<file path="src/rtl/pcu_pkg.sv">
package pcu_pkg;
   localparam int BUS_W   = 32;
   localparam int CNT_W   = 32;
   localparam int CYC_W   = 64;
   localparam int TYPE_W  = 4;
   localparam int ID_W    = 9;
   localparam int SEL_W   = TYPE_W + ID_W;
   localparam int CYC_BIT = 31;

   localparam int A_EVT_BASE = 'h008;
   localparam int A_EVT_STEP = 8;
   localparam int A_CYC_LO   = 'h0F8;
   localparam int A_CYC_HI   = 'h0FC;
   localparam int A_SEL_BASE = 'h400;
   localparam int A_SEL_STEP = 4;
   localparam int A_EN_SET   = 'hC00;
   localparam int A_EN_CLR   = 'hC20;
   localparam int A_IE_SET   = 'hC40;
   localparam int A_IE_CLR   = 'hC60;
   localparam int A_OV_CLR   = 'hC80;
   localparam int A_OV_SET   = 'hCC0;
   localparam int A_CFG      = 'hE00;
   localparam int A_CTRL     = 'hE04;

   localparam int CTRL_GO      = 0;
   localparam int CTRL_ZAP_EVT = 1;
   localparam int CTRL_ZAP_CYC = 2;

   function automatic logic [BUS_W-1:0] live_mask(input int n_evt);
      logic [BUS_W-1:0] m;
      m = '0;
      for (int i = 0; i < n_evt; i++) m[i] = 1'b1;
      m[CYC_BIT] = 1'b1;
      return m;
   endfunction
endpackage

</file>
<file path="src/rtl/pcu_w1_mask.sv">
module pcu_w1_mask
   import pcu_pkg::*;
#(
   parameter logic [BUS_W-1:0] LIVE = '1
) (
   input  logic             clk,
   input  logic             rst_n,
   input  logic [BUS_W-1:0] set_bits,
   input  logic [BUS_W-1:0] clr_bits,
   output logic [BUS_W-1:0] q
);
   logic [BUS_W-1:0] nxt;

   // set has priority over clear on the same bit
   assign nxt = ((q & ~clr_bits) | set_bits) & LIVE;

   always_ff @(posedge clk or negedge rst_n) begin
      if (!rst_n) q <= '0;
      else        q <= nxt;
   end

   p_set_sticks_r8: assert property (@(posedge clk) disable iff (!rst_n)
      ((set_bits & LIVE) != '0) |=> ((q & $past(set_bits & LIVE)) == $past(set_bits & LIVE)));

   p_clear_drops_r6: assert property (@(posedge clk) disable iff (!rst_n)
      ((clr_bits & ~set_bits) != '0) |=> ((q & $past(clr_bits & ~set_bits)) == '0));
endmodule

</file>
<file path="src/rtl/pcu_event_counter.sv">
module pcu_event_counter #(
   parameter int W = 32
) (
   input  logic         clk,
   input  logic         rst_n,
   input  logic         zap,
   input  logic         load,
   input  logic [W-1:0] load_val,
   input  logic         inc,
   output logic [W-1:0] cnt,
   output logic         wrap
);
   if (W < 2) begin : g_bad_w
      $error("pcu_event_counter: W must be at least 2");
   end

   always_ff @(posedge clk or negedge rst_n) begin
      if (!rst_n)    cnt <= '0;
      else if (zap)  cnt <= '0;
      else if (load) cnt <= load_val;
      else if (inc)  cnt <= cnt + 1'b1;
   end

   assign wrap = inc & ~zap & ~load & (&cnt);

   p_step_r4: assert property (@(posedge clk) disable iff (!rst_n)
      (inc && !zap && !load) |=> (cnt == $past(cnt) + 1'b1));

   p_hold_r4: assert property (@(posedge clk) disable iff (!rst_n)
      (!inc && !zap && !load) |=> $stable(cnt));

   p_zero_r9: assert property (@(posedge clk) disable iff (!rst_n)
      zap |=> (cnt == '0));
endmodule

</file>
<file path="src/rtl/pcu_cycle_counter.sv">
module pcu_cycle_counter #(
   parameter int W     = 64,
   parameter int BUS_W = 32
) (
   input  logic             clk,
   input  logic             rst_n,
   input  logic             zap,
   input  logic             load_lo,
   input  logic             load_hi,
   input  logic [BUS_W-1:0] wdata,
   input  logic             inc,
   output logic [W-1:0]     cnt,
   output logic             wrap
);
   localparam int HI_W = W - BUS_W;

   if (W <= BUS_W || W > 2 * BUS_W) begin : g_bad_w
      $error("pcu_cycle_counter: W must lie in (BUS_W, 2*BUS_W]");
   end

   logic loading;
   assign loading = load_lo | load_hi;

   always_ff @(posedge clk or negedge rst_n) begin
      if (!rst_n) cnt <= '0;
      else if (zap) cnt <= '0;
      else if (loading) begin
         if (load_lo) cnt[BUS_W-1:0] <= wdata;
         if (load_hi) cnt[W-1:BUS_W] <= wdata[HI_W-1:0];
      end
      else if (inc) cnt <= cnt + 1'b1;
   end

   assign wrap = inc & ~zap & ~loading & (&cnt);

   p_cyc_step_r5: assert property (@(posedge clk) disable iff (!rst_n)
      (inc && !zap && !loading) |=> (cnt == $past(cnt) + 1'b1));

   p_cyc_zero_r9: assert property (@(posedge clk) disable iff (!rst_n)
      zap |=> (cnt == '0));
endmodule

</file>
<file path="src/rtl/perf_counter_unit.sv">
module perf_counter_unit
   import pcu_pkg::*;
#(
   parameter int NUM_EVT = 8,
   parameter int ADDR_W  = 12
) (
   input  logic              clk,
   input  logic              rst_n,
   input  logic              reg_wr,
   input  logic [ADDR_W-1:0] reg_addr,
   input  logic [31:0]       reg_wdata,
   output logic [31:0]       reg_rdata,
   input  logic              ev_valid,
   input  logic [TYPE_W-1:0] ev_node_type,
   input  logic [ID_W-1:0]   ev_node_id,
   output logic              irq
);
   localparam logic [BUS_W-1:0] LIVE    = live_mask(NUM_EVT);
   localparam logic [BUS_W-1:0] CFG_VAL = BUS_W'((CYC_W << 16) | NUM_EVT);

   if (NUM_EVT < 1 || NUM_EVT > 30) begin : g_bad_count
      $error("perf_counter_unit: NUM_EVT must be 1..30");
   end
   if (ADDR_W < 12) begin : g_bad_addr
      $error("perf_counter_unit: ADDR_W must be at least 12");
   end

   logic                 gen_en_q;
   logic [SEL_W-1:0]     sel_q   [NUM_EVT];
   logic [CNT_W-1:0]     evt_cnt [NUM_EVT];
   logic [NUM_EVT-1:0]   evt_wrap;
   logic [CYC_W-1:0]     cyc_cnt;
   logic                 cyc_wrap;
   logic [BUS_W-1:0]     wrap_vec, cnt_en, int_en, ovf;
   logic [SEL_W-1:0]     ev_tag;

   // ---------------- write decode ----------------
   logic wr_ctrl, zap_evt, zap_cyc;
   logic wr_en_set, wr_en_clr, wr_ie_set, wr_ie_clr, wr_ov_set, wr_ov_clr;
   logic wr_cyc_lo, wr_cyc_hi;

   assign wr_ctrl   = reg_wr && (reg_addr == ADDR_W'(A_CTRL));
   assign zap_evt   = wr_ctrl && reg_wdata[CTRL_ZAP_EVT];
   assign zap_cyc   = wr_ctrl && reg_wdata[CTRL_ZAP_CYC];
   assign wr_en_set = reg_wr && (reg_addr == ADDR_W'(A_EN_SET));
   assign wr_en_clr = reg_wr && (reg_addr == ADDR_W'(A_EN_CLR));
   assign wr_ie_set = reg_wr && (reg_addr == ADDR_W'(A_IE_SET));
   assign wr_ie_clr = reg_wr && (reg_addr == ADDR_W'(A_IE_CLR));
   assign wr_ov_set = reg_wr && (reg_addr == ADDR_W'(A_OV_SET));
   assign wr_ov_clr = reg_wr && (reg_addr == ADDR_W'(A_OV_CLR));
   assign wr_cyc_lo = reg_wr && (reg_addr == ADDR_W'(A_CYC_LO));
   assign wr_cyc_hi = reg_wr && (reg_addr == ADDR_W'(A_CYC_HI));

   assign ev_tag = {ev_node_type, ev_node_id};

   always_ff @(posedge clk or negedge rst_n) begin
      if (!rst_n)       gen_en_q <= 1'b0;
      else if (wr_ctrl) gen_en_q <= reg_wdata[CTRL_GO];
   end

   // ---------------- event counters ----------------
   for (genvar i = 0; i < NUM_EVT; i++) begin : g_evt
      localparam int A_CNT = A_EVT_BASE + A_EVT_STEP * i;
      localparam int A_SEL = A_SEL_BASE + A_SEL_STEP * i;
      logic ld_cnt, ld_sel, hit;

      assign ld_cnt = reg_wr && (reg_addr == ADDR_W'(A_CNT));
      assign ld_sel = reg_wr && (reg_addr == ADDR_W'(A_SEL));
      assign hit    = gen_en_q && cnt_en[i] && ev_valid && (ev_tag == sel_q[i]);

      always_ff @(posedge clk or negedge rst_n) begin
         if (!rst_n)      sel_q[i] <= '0;
         else if (ld_sel) sel_q[i] <= reg_wdata[SEL_W-1:0];
      end

      pcu_event_counter #(.W(CNT_W)) u_cnt (
         .clk      (clk),
         .rst_n    (rst_n),
         .zap      (zap_evt),
         .load     (ld_cnt),
         .load_val (reg_wdata),
         .inc      (hit),
         .cnt      (evt_cnt[i]),
         .wrap     (evt_wrap[i])
      );
   end

   // ---------------- cycle counter ----------------
   pcu_cycle_counter #(.W(CYC_W), .BUS_W(BUS_W)) u_cyc (
      .clk     (clk),
      .rst_n   (rst_n),
      .zap     (zap_cyc),
      .load_lo (wr_cyc_lo),
      .load_hi (wr_cyc_hi),
      .wdata   (reg_wdata),
      .inc     (gen_en_q && cnt_en[CYC_BIT]),
      .cnt     (cyc_cnt),
      .wrap    (cyc_wrap)
   );

   always_comb begin
      wrap_vec = '0;
      wrap_vec[NUM_EVT-1:0] = evt_wrap;
      wrap_vec[CYC_BIT] = cyc_wrap;
   end

   // ---------------- masks ----------------
   pcu_w1_mask #(.LIVE(LIVE)) u_en (
      .clk      (clk),
      .rst_n    (rst_n),
      .set_bits (wr_en_set ? reg_wdata : '0),
      .clr_bits (wr_en_clr ? reg_wdata : '0),
      .q        (cnt_en)
   );

   pcu_w1_mask #(.LIVE(LIVE)) u_ie (
      .clk      (clk),
      .rst_n    (rst_n),
      .set_bits (wr_ie_set ? reg_wdata : '0),
      .clr_bits (wr_ie_clr ? reg_wdata : '0),
      .q        (int_en)
   );

   pcu_w1_mask #(.LIVE(LIVE)) u_ov (
      .clk      (clk),
      .rst_n    (rst_n),
      .set_bits ((wr_ov_set ? reg_wdata : '0) | wrap_vec),
      .clr_bits (wr_ov_clr ? reg_wdata : '0),
      .q        (ovf)
   );

   assign irq = |(ovf & int_en);

   // ---------------- read mux ----------------
   always_comb begin
      case (reg_addr)
         ADDR_W'(A_CYC_LO): reg_rdata = cyc_cnt[BUS_W-1:0];
         ADDR_W'(A_CYC_HI): reg_rdata = cyc_cnt[CYC_W-1:BUS_W];
         ADDR_W'(A_EN_SET),
         ADDR_W'(A_EN_CLR): reg_rdata = cnt_en;
         ADDR_W'(A_IE_SET),
         ADDR_W'(A_IE_CLR): reg_rdata = int_en;
         ADDR_W'(A_OV_SET),
         ADDR_W'(A_OV_CLR): reg_rdata = ovf;
         ADDR_W'(A_CFG):    reg_rdata = CFG_VAL;
         ADDR_W'(A_CTRL):   reg_rdata = {31'd0, gen_en_q};
         default:           reg_rdata = '0;
      endcase
      for (int i = 0; i < NUM_EVT; i++) begin
         if (reg_addr == ADDR_W'(A_EVT_BASE + A_EVT_STEP * i)) reg_rdata = evt_cnt[i];
         if (reg_addr == ADDR_W'(A_SEL_BASE + A_SEL_STEP * i)) reg_rdata = 32'(sel_q[i]);
      end
   end

   p_wrap_flags_r8: assert property (@(posedge clk) disable iff (!rst_n)
      (wrap_vec != '0) |=> ((ovf & $past(wrap_vec)) == $past(wrap_vec)));

   p_idle_cycle_r5: assert property (@(posedge clk) disable iff (!rst_n)
      (!gen_en_q && !reg_wr) |=> $stable(cyc_cnt));

   p_irq_source_r10: assert property (@(posedge clk) disable iff (!rst_n)
      irq |-> ((ovf != '0) && (int_en != '0)));
endmodule

</file>
<file path="config.mk">
export PLATFORM = sky130hd
export DESIGN_NAME = perf_counter_unit
export DESIGN_NICKNAME = d
export VERILOG_FILES = /design/src/rtl/pcu_pkg.sv /design/src/rtl/pcu_w1_mask.sv /design/src/rtl/pcu_event_counter.sv /design/src/rtl/pcu_cycle_counter.sv /design/src/rtl/perf_counter_unit.sv
export SDC_FILE = /design/constraint.sdc
export NUM_CORES = 2
export LEC_CHECK = 0
export CAP_MARGIN = 20
export CELL_PAD_IN_SITES_DETAIL_PLACEMENT = 1
export CELL_PAD_IN_SITES_GLOBAL_PLACEMENT = 1
export CORE_UTILIZATION = 48
export DETAILED_ROUTE_END_ITERATION = 10
export MAX_ROUTING_LAYER = met4
export PLACE_DENSITY = 0.77
export SLEW_MARGIN = 5
export SYNTH_ARGS = -nofsm -noshare
export SYNTH_HDL_FRONTEND = slang
export SYNTH_SLANG_ARGS = --single-unit
</file>
<file path="constraint.sdc">
create_clock -name clk -period 4.55 [get_ports clk]
set_input_delay 1.1375 -clock clk [delete_from_list [all_inputs] [get_ports clk]]
set_output_delay 1.1375 -clock clk [all_outputs]
set_load 0.03 [all_outputs]
</file>
# ---- Word level (Yosys, flattened, before mapping)
# Index checks and enable logic that the tools add are counted.
dict set report word_totals {
  output_inout_bits 33
  input_bits 61
  reg_bits 452
  wordCells 245
}
dict set report classes {
  eq_ne 36
  add_sub_neg 9
  n_reduce_logical 76
  bitwise 50
  mux 52
}
# cell count
set op_table {}
lappend op_table {{$mux 32} 48}
lappend op_table {{$add 32x1->32 const B} 8}
lappend op_table {{$reduce_and 32->1} 8}
lappend op_table {{$pmux 32 s7} 1}
lappend op_table {{$mux 64} 3}
lappend op_table {{$and 32x32->32} 4}
lappend op_table {{$or 32x32->32} 4}
lappend op_table {{$eq 13x13->1} 8}
lappend op_table {{$eq 12x11->1 const B} 8}
lappend op_table {{$eq 12x12->1 const B} 8}
lappend op_table {{$not 32->32} 3}
lappend op_table {{$add 64x1->64 const B} 1}
lappend op_table {{$reduce_and 64->1} 1}
lappend op_table {{$logic_and 1x1->1} 52}
lappend op_table {{$eq 12x6->1 const B} 4}
lappend op_table {{$reduce_or 32->1} 1}
lappend op_table {{$and 1x1->1} 27}
lappend op_table {{$reduce_bool 3->1} 9}
lappend op_table {{$eq 12x5->1 const B} 2}
lappend op_table {{$eq 12x8->1 const B} 2}
lappend op_table {{$eq 12x4->1 const B} 1}
lappend op_table {{$eq 12x7->1 const B} 1}
lappend op_table {{$not 1->1} 11}
lappend op_table {{$ne 3x1->1 const B} 2}
lappend op_table {{3 further kinds} 6}

# ---- Depth between registers and ports, before layout
dict set report depth {
  word_depth 19
  depth_mapped 11
  ltp_nobuf 8
}

# ---- Hierarchy
# A second synthesis with hierarchy kept.
dict set report hier_totals {
  cells_unflattened 3885
  hier_area_um2 33601.0
}
# module cells_per_inst instances seq_area_each_um2 area_per_inst_um2
set by_module_without_submodules {}
lappend by_module_without_submodules {pcu_event_counter 236 8 800.8 2038.2}
lappend by_module_without_submodules {perf_counter_unit 1310 1 2627.5 11373.4}
lappend by_module_without_submodules {pcu_cycle_counter 534 1 1601.5 4413.0}
lappend by_module_without_submodules {pcu_w1_mask 51 3 225.2 503.0}

# ---- Worst setup path after synthesis
# Ideal clock, no wire load.
dict set report synth_path {
  path_kind {in2out}
  start {in reg_addr[0]}
  end {out reg_rdata[13]}
  path_stages 9
  path_slack_ps -259
  arrival_ps 3671
  path_buffers 4
  required_ps 3413
  cell_sequence {clkbuf_1 or4_1 buf_2 buf_6 nor3_2 clkbuf_1 a222oi_1 and3_1 o21ai_0}
}
dict set report synth_via {
  elab_chain_cells 19
}
# item line
set synth_lines {}
lappend synth_lines {{start: declaration} perf_counter_unit.sv:10} ;# input logic [ADDR_W-1:0] reg_addr,
lappend synth_lines {{$eq 12x12->1} perf_counter_unit.sv:136} ;# case (reg_addr)
lappend synth_lines {{$reduce_or 2->1} perf_counter_unit.sv:136}
lappend synth_lines {{$pmux 32 s7} perf_counter_unit.sv:136}
lappend synth_lines {{$mux 32} perf_counter_unit.sv:150} ;# if (reg_addr == ADDR_W'(A_EVT_BASE + A_EVT_STEP * i)) reg_rdata = evt_cnt[i];
lappend synth_lines {{$mux 32} perf_counter_unit.sv:151} ;# if (reg_addr == ADDR_W'(A_SEL_BASE + A_SEL_STEP * i)) reg_rdata = 32'(sel_q[i]);
lappend synth_lines {{$mux 32} perf_counter_unit.sv:150}
lappend synth_lines {{$mux 32} perf_counter_unit.sv:151}
lappend synth_lines {{$mux 32} perf_counter_unit.sv:150}
lappend synth_lines {{[3 not listed]} -}
lappend synth_lines {{$mux 32} perf_counter_unit.sv:150}
lappend synth_lines {{$mux 32} perf_counter_unit.sv:151}
lappend synth_lines {{$mux 32} perf_counter_unit.sv:150}
lappend synth_lines {{$mux 32} perf_counter_unit.sv:151}
lappend synth_lines {{$mux 32} perf_counter_unit.sv:150}
lappend synth_lines {{$mux 32} perf_counter_unit.sv:151}
lappend synth_lines {{$mux 32} perf_counter_unit.sv:150}
lappend synth_lines {{$mux 32 *} perf_counter_unit.sv:151}
lappend synth_lines {{end: declaration} perf_counter_unit.sv:12} ;# output logic [31:0] reg_rdata,
# Mark *: on every way between the ends. The rest lies on a longest branch, timed or not.

# ---- Final worst setup path
dict set report layout_path {
  start {in reg_addr[3]}
  end {out reg_rdata[4]}
}
# Same word-level chain as after synthesis.

==> summary.txt <==
Status
  • Status: finished with violations
  • Failing checks: negative setup slack

Clock network
  • CTS Hold Buffers Added: 0
  • CTS tree: done
  • Clk slew on worst S/H paths: 50 ps
  • Sink Count: 452
  • Num CTS Buffers: 54
  • CTS Root Cell: clkbuf_16
  • Clock Latency Late Sink: 650 ps
  • Clk buf depth: 3
  • H-Tree Depth: 2

Setup path
  • Critical-path cell list: buf_8 -> or4_4 -> buf_6 -> nor3_2 -> buf_4 -> a221o_1 -> a221oi_2 -> a2111oi_2 -> buf_4 -> a2111oi_2 -> buf_4 -> o221ai_4 -> buf_12
  • Setup crit end kind: output port
  • Crit path DAT: 3660 ps
  • Worst EP required: 3410 ps
  • Reg-to-Reg End: u_ov.q[31]$_DFF_PN0_
  • Critical Path Fanout Max: 5
  • CP Class: in -> out
  • CP Buf/Inv Count: 6
  • Startpoint Class: input port
  • R2r setup slk: 930 ps
  • Most used cell, CP: buf_4
  • Crit-path slowest cell: or4_4
  • Delay-heaviest family, CP: buffers and inverters
  • CP max stage delay: 580 ps
  • FF-to-FF Start: u_cyc.cnt[0]$_DFFE_PN0P_
  • Worst Reg-to-Reg Cells: 7

Layout
  • P&R area growth vs syn: 26.3%
  • Final Core Density: 0.613
  • Share of cells above drive strength 1: 0.234
  • Final #Nets: 3726
  • Fill cells: 6810
  • Final instance area: 37000 µm²

Synthesis
  • Synth Warn #: 0
  • Commonest cells post-synth: 452 x dfrtp_1, 313 x o21ai_0, 304 x a21oi_1, 276 x nand2_1, 247 x nor2_1
  • Seq/Total Area, Yosys: 0.386
  • Syn Inst Count: 3368
  • Top-area cell type share of the netlist area: 0.386
  • Largest cells by area after synthesis: dfrtp_1 39%, xnor2_1 7.2%, o21ai_0 5.4%, a21oi_1 5.2%, mux2_2 4.3%
  • Share of flip-flops with an asynchronous set or reset: 1.00
  • Mapped Area: 29300 µm²
  • Syn_nets: 3438
  • Top_reg_cell synth: dfrtp_1
  • Post-synth EDFFs: 0
  • Yosys reg bits: 452
  • Post-synth top area cell: dfrtp_1
  • Yosys cell types: 87
  • Average size of a mapped cell: 8.69 µm²
  • Top-count cell post-synth: dfrtp_1

STA
  • Final setup violation count: 32
  • Final Hold Vio Count: 0
  • Tcrit/Tclk final: 1.05
  • Worst Tran Pin Value: 1250 ps
  • Max-slew violations: 0
  • Minimum clock period: 4790 ps
  • Slew headroom: 0.160
  • TNS Setup: -4380 ps
  • RSZ-0062 raised after global routing: true
  • Layout Skew: 20.2 ps
  • F_max: 209 MHz
  • Worst setup margin: -244 ps

Place
  • DP Area: 33100 µm²
  • GP Congestion: 1.04
  • DP Wirelength: 104000 µm
  • PortBufs: 93

Die
  • # IOs: 94
  • Num rows: 90
  • Die W: 249 µm
  • Core footprint: 60400 µm²
  • Die ar.: 62000 µm²
  • Die H: 249 µm
  • Initial Utilization: 0.485

Route
  • Via Count: 31114
  • Routed wire per std cell: 32.2 µm
  • DR iter-0 viols: 4058
  • DRC: 0
  • First drt pass iteration count: 8
  • Vias/cell: 6.94
  • Final WL: 144000 µm
  • Post-detailed-route count of antenna-violating nets: 0

GRT
  • Largest net degree at the start of global routing: 111
  • Grt met1 use: 0.598
  • Grt met3 use: 0.0824
  • GR Util All Layers: 0.471
  • Grt ovf: 0
  • Vias in the first global route: 31667
  • Antenna violations before repair: 4
  • GRT met2 Usage: 0.699
  • GR peak layer: met2
  • First-pass GRT wire length: 211000 µm

Pwr
  • Pwr dens: 250 nW/µm²
  • Power, Total: 9.24 mW
  • Peak supply drop: 0.000347 V
  • Pleak: 15.4 nW

Hold path
  • Worst hold path class: in -> async

Run
  • Max cap viols: 0
==> how the worst max path moves through the flow <==
stage	from	to	slack, ps	cells past startpoint
3_3_place_gp	reg_addr[2]	reg_rdata[2]	-920	10
6_report	reg_addr[3]	reg_rdata[4]	-240	13
2_1_floorplan	reg_addr[7]	reg_rdata[0]	-50	8
5_1_grt	reg_addr[3]	reg_rdata[4]	-310	13
4_1_cts	reg_addr[7]	reg_rdata[0]	-210	13
3_5_place_dp	reg_addr[2]	reg_rdata[2]	-970	11
==> worst reg2reg max path: stages, from the launching register on <==
cell     delay (ps)
dfrtp_1         430
ha_1            220
and3_1          260
nand3_1         390
or4_1           890
nor4_2          620
nand4_1         500
nand2_1         210
==> metal layers <==
layer	wire length [µm]	up-vias	share of wire
met3	14000	539	0.097
met5	0	-	0
met1	55800	15784	0.39
li1	-	13006	-
met2	64000	1785	0.44
met4	10400	0	0.072
==> power by group <==
| part | internal, mW | leakage [nW] | total, mW | switching (mW) |
|---|---|---|---|---|
| logic | 0.194 | 8.34 | 0.595 | 0.401 |
| clock network | 2.63 | 0.893 | 4.55 | 1.92 |
| registers | 4.05 | 6.13 | 4.09 | 0.0478 |
| total | 6.87 | 15.4 | 9.24 | 2.36 |
==> stage by stage <==
step	std cells	hold slack (ps)	worst slack, ps
2_1_floorplan	3368	482	-47.8
3_3_place_gp	4297	522	-917
3_5_place_dp	4297	528	-969
4_1_cts	4456	546	-210
5_1_grt	4482	563	-310
6_report	4482	527	-244
==> cells in the final DEF (no fill, tap or decap), drive strengths merged, types with 94 or more instances in the layout <==
cell type / n
nor2: 251
nand3: 155
xnor2: 249
xor2: 103
o21ai: 320
nand2: 276
nor3: 94
mux2: 112
buf: 449
dfrtp: 452
nand4: 123
a21oi: 304
==> final cells by class <==
| type | count | area, µm² | area share |
|---|---|---|---|
| Timing Repair Buffer | 500 | 5000 | 0.135 |
| Inverter | 54 | 203 | 0.00548 |
| Tap cell | 782 | 978 | 0.0265 |
| Clock buffer | 80 | 1590 | 0.0430 |
| Antenna cell | 3 | 7.51 | 0.000203 |
| Sequential cell | 452 | 11300 | 0.306 |
| Clock inverter | 17 | 204 | 0.00551 |
| Multi-Input combinational cell | 2594 | 17700 | 0.478 |
==> registers in the layout (all words and copies together), names as in the netlist <==
register         cells
u_en.q               9
gen_en_q             1
sel_q              104
u_ie.q               9
g_evt.u_cnt.cnt    256
u_ov.q               9
u_cyc.cnt           64
==> kinds of logic after synthesis <==
| logic type | synth area share |
|---|---|
| xor gates and xnor gates | 0.107 |
| and+or+nand+nor | 0.201 |
| DFF | 0.386 |
| buffers and inverters | 0.0465 |
| adders and majority gates | 0.00385 |
| muxes | 0.0513 |
| AOI/OAI and AO/OA | 0.204 |
==> timing repair <==
item | in CTS | in global routing
setup buffers | 66 | 28
gates cloned | 1 | 1
resized for setup | 296 | 68
pin swaps | 102 | 62
setup endpoints to repair | 32 | 32
Power figures use the tool's default switching activity.
